**config.mk**
```make
export PLATFORM = sky130hd
export DESIGN_NAME = interval_timer
export DESIGN_NICKNAME = d
export VERILOG_FILES = /design/src/rtl/itmr_pkg.sv /design/src/rtl/itmr_prescale.sv /design/src/rtl/itmr_counter.sv /design/src/rtl/itmr_regs.sv /design/src/rtl/interval_timer.sv
export SDC_FILE = /design/constraint.sdc
export NUM_CORES = 1
export LEC_CHECK = 0
export ABC_AREA = 1
export CORE_ASPECT_RATIO = 1.2
export CORE_MARGIN = 5
export CORE_UTILIZATION = 64
export DETAILED_ROUTE_END_ITERATION = 8
export DONT_BUFFER_PORTS = 1
export HOLD_SLACK_MARGIN = 0.12
export PLACE_DENSITY = 0.8
export SETUP_SLACK_MARGIN = 0.5
export SKIP_LAST_GASP = 1
export SYNTH_ARGS = -nofsm -noshare
export SYNTH_HDL_FRONTEND = slang
export SYNTH_SLANG_ARGS = --single-unit
```
**constraint.sdc**
```tcl
create_clock -name clk -period 2.4 [get_ports clk]
set_input_delay 0.12 -clock clk [delete_from_list [all_inputs] [get_ports clk]]
set_output_delay 0.12 -clock clk [all_outputs]
set_load 0.01 [all_outputs]
```
**src/rtl/itmr_pkg.sv**
```systemverilog
// Shared definitions for the interval timer: register indices, control
// bit positions and the prescaler encoding. Assumes a 2-bit word index.
package itmr_pkg;

    localparam int CNT_W   = 24;
    localparam int DATA_W  = 32;
    localparam int ADDR_W  = 2;

    localparam logic [ADDR_W-1:0] IDX_LOAD  = 2'd0;
    localparam logic [ADDR_W-1:0] IDX_VALUE = 2'd1;
    localparam logic [ADDR_W-1:0] IDX_CTRL  = 2'd2;
    localparam logic [ADDR_W-1:0] IDX_CLEAR = 2'd3;

    localparam int BIT_EN   = 7;
    localparam int BIT_AUTO = 6;
    localparam int BIT_PS_L = 2;

    typedef enum logic [1:0] {
        PS_DIV1   = 2'b00,
        PS_DIV16  = 2'b01,
        PS_DIV256 = 2'b10,
        PS_RSVD   = 2'b11
    } presc_e;

    typedef struct packed {
        logic   en;
        logic   auto_rl;
        presc_e presc;
    } ctrl_t;

endpackage

```
**src/rtl/itmr_prescale.sv**
```systemverilog
// Tick generator. Produces a single-cycle tick every 1, 2**MID_SHIFT or
// 2**HI_SHIFT clocks depending on the select code. Assumes en is the
// registered enable. The internal count is held at zero while disabled.
module itmr_prescale
    import itmr_pkg::*;
#(
    parameter int MID_SHIFT = 4,
    parameter int HI_SHIFT  = 8
) (
    input  logic   clk,
    input  logic   rst_n,
    input  logic   en,
    input  presc_e presc,
    output logic   tick
);
    localparam int PRE_W = HI_SHIFT;
    localparam logic [PRE_W-1:0] LAST_MID = PRE_W'((1 << MID_SHIFT) - 1);
    localparam logic [PRE_W-1:0] LAST_HI  = PRE_W'((1 << HI_SHIFT) - 1);

    logic [PRE_W-1:0] pcnt;
    logic [PRE_W-1:0] last;

    // Terminal count for the selected division; reserved code acts as /1.
    always_comb begin
        case (presc)
            PS_DIV16:  last = LAST_MID;
            PS_DIV256: last = LAST_HI;
            default:   last = '0;
        endcase
    end

    assign tick = en && (pcnt >= last);

    // Prescale counter: cleared while disabled and after each tick.
    always_ff @(posedge clk) begin
        if (!rst_n || !en || tick) pcnt <= '0;
        else                       pcnt <= pcnt + 1'b1;
    end

    // no tick can come out while the timer is disabled.
    p_no_tick_off_r10: assert property (@(posedge clk) disable iff (!rst_n)
        !en |-> !tick);
    // in the /16 mode two ticks never come back to back.
    p_div16_spacing_r7: assert property (@(posedge clk) disable iff (!rst_n)
        (tick && presc == PS_DIV16) |=> !tick);
endmodule

```
**src/rtl/itmr_counter.sv**
```systemverilog
// The 24-bit down-counter. Loads on the enable-rise event, steps down on
// each tick, and either refills or parks at zero when it reaches zero.
// Assumes load_evt and tick never coincide, because tick needs the old
// enable high and load_evt needs it low.
module itmr_counter
    import itmr_pkg::*;
(
    input  logic             clk,
    input  logic             rst_n,
    input  logic             en,
    input  logic             load_evt,
    input  logic             tick,
    input  logic             auto_rl,
    input  logic [CNT_W-1:0] load_val,
    output logic [CNT_W-1:0] cnt,
    output logic             expire
);
    localparam logic [CNT_W-1:0] ONE = CNT_W'(1);

    assign expire = tick && (cnt == ONE);

    // Count register: load, reload on expiry, park at zero, or step down.
    always_ff @(posedge clk) begin
        if (!rst_n)                 cnt <= '0;
        else if (load_evt)          cnt <= load_val;
        else if (expire)            cnt <= auto_rl ? load_val : '0;
        else if (tick && cnt != '0) cnt <= cnt - ONE;
    end

    // a disabled timer keeps its count.
    p_hold_off_r3: assert property (@(posedge clk) disable iff (!rst_n)
        (!en && !load_evt) |=> $stable(cnt));
    // expiry with auto-reload refills from the load register.
    p_reload_r5: assert property (@(posedge clk) disable iff (!rst_n)
        (expire && auto_rl) |=> cnt == $past(load_val));
    // one-shot expiry parks the counter at zero.
    p_oneshot_zero_r4: assert property (@(posedge clk) disable iff (!rst_n)
        (expire && !auto_rl) |=> cnt == '0);
endmodule

```
**src/rtl/itmr_regs.sv**
```systemverilog
// Register file and interrupt flag. Decodes word-indexed writes, builds
// the enable-rise load event and serves combinational read data.
// Assumes bus_sel qualifies every access.
module itmr_regs
    import itmr_pkg::*;
(
    input  logic              clk,
    input  logic              rst_n,
    input  logic              bus_sel,
    input  logic              bus_wr,
    input  logic [ADDR_W-1:0] bus_addr,
    input  logic [DATA_W-1:0] bus_wdata,
    output logic [DATA_W-1:0] bus_rdata,
    input  logic [CNT_W-1:0]  cnt_val,
    input  logic              expire,
    output logic [CNT_W-1:0]  load_val,
    output ctrl_t             ctrl,
    output logic              load_evt,
    output logic              irq
);
    logic wr_load, wr_ctrl, wr_clear;

    assign wr_load  = bus_sel && bus_wr && (bus_addr == IDX_LOAD);
    assign wr_ctrl  = bus_sel && bus_wr && (bus_addr == IDX_CTRL);
    assign wr_clear = bus_sel && bus_wr && (bus_addr == IDX_CLEAR);
    assign load_evt = wr_ctrl && bus_wdata[BIT_EN] && !ctrl.en;

    // Load register, low counter bits only.
    always_ff @(posedge clk) begin
        if (!rst_n)       load_val <= '0;
        else if (wr_load) load_val <= bus_wdata[CNT_W-1:0];
    end

    // Control register fields.
    always_ff @(posedge clk) begin
        if (!rst_n) ctrl <= '0;
        else if (wr_ctrl) begin
            ctrl.en      <= bus_wdata[BIT_EN];
            ctrl.auto_rl <= bus_wdata[BIT_AUTO];
            ctrl.presc   <= presc_e'(bus_wdata[BIT_PS_L +: 2]);
        end
    end

    // Interrupt flag: expiry sets and takes priority over a clear write.
    always_ff @(posedge clk) begin
        if (!rst_n)        irq <= 1'b0;
        else if (expire)   irq <= 1'b1;
        else if (wr_clear) irq <= 1'b0;
    end

    // Read data mux by word index.
    always_comb begin
        bus_rdata = '0;
        if (bus_sel && !bus_wr) begin
            case (bus_addr)
                IDX_LOAD:  bus_rdata[CNT_W-1:0] = load_val;
                IDX_VALUE: bus_rdata[CNT_W-1:0] = cnt_val;
                IDX_CTRL: begin
                    bus_rdata[BIT_EN]         = ctrl.en;
                    bus_rdata[BIT_AUTO]       = ctrl.auto_rl;
                    bus_rdata[BIT_PS_L +: 2]  = ctrl.presc;
                end
                default:   bus_rdata = '0;
            endcase
        end
    end

    // an expiry always leaves the flag set, even with a clear write.
    p_expiry_wins_r9: assert property (@(posedge clk) disable iff (!rst_n)
        expire |=> irq);
    // a clear write without expiry drops the flag.
    p_clear_drops_r6: assert property (@(posedge clk) disable iff (!rst_n)
        (wr_clear && !expire) |=> !irq);
    // no new interrupt while disabled.
    p_no_irq_off_r3: assert property (@(posedge clk) disable iff (!rst_n)
        (!ctrl.en && !irq) |=> !irq);
endmodule

```
**src/rtl/interval_timer.sv**
```systemverilog
// Top of the interval timer: register file, prescaler and down-counter.
// Assumes a single clock domain and a synchronous active-low reset.
module interval_timer
    import itmr_pkg::*;
#(
    parameter int MID_SHIFT = 4,
    parameter int HI_SHIFT  = 8
) (
    input  logic              clk,
    input  logic              rst_n,
    input  logic              bus_sel,
    input  logic              bus_wr,
    input  logic [ADDR_W-1:0] bus_addr,
    input  logic [DATA_W-1:0] bus_wdata,
    output logic [DATA_W-1:0] bus_rdata,
    output logic              irq
);
    logic [CNT_W-1:0] cnt_val;
    logic [CNT_W-1:0] load_val;
    ctrl_t            ctrl;
    logic             load_evt;
    logic             tick;
    logic             expire;

    itmr_regs u_regs (
        .clk(clk), .rst_n(rst_n), .bus_sel(bus_sel), .bus_wr(bus_wr),
        .bus_addr(bus_addr), .bus_wdata(bus_wdata), .bus_rdata(bus_rdata),
        .cnt_val(cnt_val), .expire(expire), .load_val(load_val),
        .ctrl(ctrl), .load_evt(load_evt), .irq(irq)
    );

    itmr_prescale #(.MID_SHIFT(MID_SHIFT), .HI_SHIFT(HI_SHIFT)) u_pre (
        .clk(clk), .rst_n(rst_n), .en(ctrl.en), .presc(ctrl.presc),
        .tick(tick)
    );

    itmr_counter u_cnt (
        .clk(clk), .rst_n(rst_n), .en(ctrl.en), .load_evt(load_evt),
        .tick(tick), .auto_rl(ctrl.auto_rl), .load_val(load_val),
        .cnt(cnt_val), .expire(expire)
    );
endmodule

```
==> impl_metrics.toml <==
[outcome]
status = "finished clean"

[drt]
drtIter0Drc = 603
vias_per_cell = 6.076
ant_nets = 0
post_drt_wl_per_cell_um = 17.40
drt_pass1_iterations = 7
vias = 5013
drc = 0
routed_wl_um = 14350

[pwr]
vdd_ir_drop_max_v = 0.0004398
power_mw = 2.850
cellLeakagePower_nw = 2.411
p_per_area_nw_per_um2 = 535.2

[synthesis]
syn_area_per_cell_um2 = 6.197
ys_seq_area_frac = 0.2831
yosysWarnings = 0
synth_ff_type = "dfxtp_1"
synth_cell_types = 32
yosys-top-cells-count = "nand2_1, nor2_1, nand3_1, inv_1, dfxtp_1"
synth-seq-cells = 61
synthDominantCellAreaShare = 0.2831
yosysMostFrequentCell = "nand2_1"
async_reset_ff_frac = 0
synth_area_leader_cell = "dfxtp_1"
synth-edff-count = 0
netlist_area_um2 = 4313
synth_cells = 696
netlist_top_cells_area = "dfxtp_1, nand2_1, nor2_1, nand3_1, a21oi_1"

[setup_path]
path_cells = "inv_4 -> ha_4 -> inv_2 -> ha_4 -> nand2_2 -> nor2_2 -> nor2_1 -> nand2_1 -> nand2_2 -> nand2_4 -> nand3_4 -> buf_8 -> clkbuf_16 -> a21oi_1 -> nor2_1 -> nor2_1 -> nor2_1"
r2r-start = "u_regs.ctrl[0]$_SDFFE_PN0P_"
worstPathRequired_ps = 2640
arrival_ps = 2570
path_buf_inv = 4
cpMaxStageDelayCell = "dfxtp_2"
cpMostUsedCell = "nor2_1"
setup.worst_path.class = "reg -> reg"
path_depth = 17
timing.rr.end = "u_cnt.cnt[9]$_SDFFE_PN0P_"
cp_slowest_stage_delay_ps = 340
r2r_slack_ps = 60
cp_max_fo = 8
cp-end-kind = "flip-flop"
crit_end = "u_cnt.cnt[9]$_SDFFE_PN0P_"
startpoint = "u_regs.ctrl[0]$_SDFFE_PN0P_"
r2r_cells = 17
startpoint_type = "flip-flop"
critPathTopFamily = "simple AND/OR/NAND/NOR gates"

[global_route]
grt-ovfl-total = 0
grt_usage = 0.3392
grt_max_degree = 47
grt_pass1_vias = 4844
grt_pass1_wl_um = 23400
antenna_found_initial = 0

[die]
placement_rows = 32
ios = 71
die_w_um = 84.94
fp.dieH_um = 99.93
dieArea_um2 = 8488
core_um2 = 6486
start_util = 0.6649

[hold_path]
hold_depth = 4
hold_class = "in -> reg"
hold_path.startpoint = "bus_sel"

[sta]
hold_viol_final = 0
slew_headroom = 0.3709
fin_crit_sh = 0.9733
setup-tns-final_ps = 0
fmax_mhz = 428.1
worstMarginPinSlew_ps = 942.7
setup_viol = 0
rsz0062_at_grt = "true"
drv_slew = 0
min_period_ps = 2336
fin_ws_ps = 64.11
whs_ps = 177.4
skew_ps = 10.73

[clocking]
htreeDepth = 3
clkTransAtPathRegs_ps = 80
clk_path_buf_depth = 2
cts.sinks = 61
numCtsBuffers = 9
cts-root-buf = "clkbuf_8"
tritoncts = "yes"
clk_latency_ps = 350

[place]
dpl-instance-area_um2 = 4368
place_inst = 760
hpwlAfterDp_um = 8957
preCtsSetupSlack_ps = 57.39
io_buffer_count = 0
gp_congestion = 1.023

[cells_and_area]
diodes = 0
syn_to_final_growth_pct = 23.47
fin_cells = 825
fin_area_um2 = 5325
drive_above_1_share = 0.1649
final_nets = 787
fillers = 433
final_util = 0.8210
multi_input_area_um2 = 2803
register_area_um2 = 1227

[run]
cap_viol_max_count = 0
## cells by family after synthesis
| logic type | Yosys count | share of synthesized area |
|---|---|---|
| other | 1 | 0.0008695 |
| adders and majority gates | 13 | 0.03771 |
| and+or+nand+nor | 374 | 0.3760 |
| buffers and inverters | 110 | 0.1160 |
| DFF | 61 | 0.2831 |
| xor gates and xnor gates | 18 | 0.03655 |
| AOI/OAI and AO/OA | 119 | 0.1497 |
## worst min-delay path by stage
stage	to
2_1_floorplan	u_regs.ctrl[1]$_SDFFE_PN0P_
3_3_place_gp	u_cnt.cnt[14]$_SDFFE_PN0P_
3_5_place_dp	u_cnt.cnt[14]$_SDFFE_PN0P_
4_1_cts	u_regs.ctrl[3]$_SDFFE_PN0P_
5_1_grt	u_regs.ctrl[3]$_SDFFE_PN0P_
6_report	u_regs.ctrl[3]$_SDFFE_PN0P_
## worst register-to-register path, stage by stage, from the launching register on
cell	delay, ps
dfxtp_2	340
inv_4	50
ha_4	300
inv_2	50
ha_4	260
nand2_2	50
nor2_2	90
nor2_1	50
nand2_1	80
nand2_2	70
nand2_4	110
nand3_4	100
buf_8	160
clkbuf_16	160
a21oi_1	120
nor2_1	60
nor2_1	110
nor2_1	60
## layout make-up
class,count,share of cell area
multi-input combinational,533,0.5263
clock inverter,3,0.003759
clock buffer,12,0.03101
sequential,61,0.2305
inverter,69,0.05005
timing repair buffer,62,0.1384
tap,85,0.01997
## flip-flops by register name (all words and copies together) (netlist names)
name	count
u_cnt.cnt	24
u_regs.load_val	24
u_pre.pcnt	8
u_regs.ctrl	4
u_regs.irq	1
## cells in the final DEF (no fill, tap or decap), drive strengths merged
| master | count |
|---|---|
| a21oi | 60 |
| buf | 32 |
| bufbuf | 1 |
| clkbuf | 14 |
| clkinv | 2 |
| clkinvlp | 2 |
| conb | 8 |
| dfxtp | 61 |
| dlygate4sd3 | 27 |
| ha | 13 |
| inv | 68 |
| nand2 | 165 |
| nand3 | 73 |
| nand3b | 1 |
| nand4 | 10 |
| nor2 | 118 |
| nor3 | 4 |
| o211ai | 1 |
| o21a | 1 |
| o21ai | 54 |
| o221ai | 3 |
| or2 | 4 |
| xnor2 | 4 |
| xor2 | 14 |
## power breakdown
part	leakage, nW	switching (mW)	internal, mW
registers	0.496	0.0507	1.05
clock network	0.0905	0.443	0.452
logic	1.82	0.517	0.341
## layer usage
metal | part of all wire | vias to the layer above | global-route usage
met3 | 0.13 | 88 | 0.08210
met4 | 0.053 | 0 | 0.1535
li1 | - | 2317 | -
met5 | 0 | - | 0
met2 | 0.46 | 375 | 0.5496
met1 | 0.37 | 2233 | 0.4252
## what timing repair did
action	4_1_cts	5_1_grt
hold buffers	28	0
cloned	5	2
hold endpoints to repair	55	0
pin swaps	7	14
buffers inserted	13	2
setup endpoints to repair	33	34
gates resized for setup	32	22
Note: power is estimated with default switching activity, not from simulation.
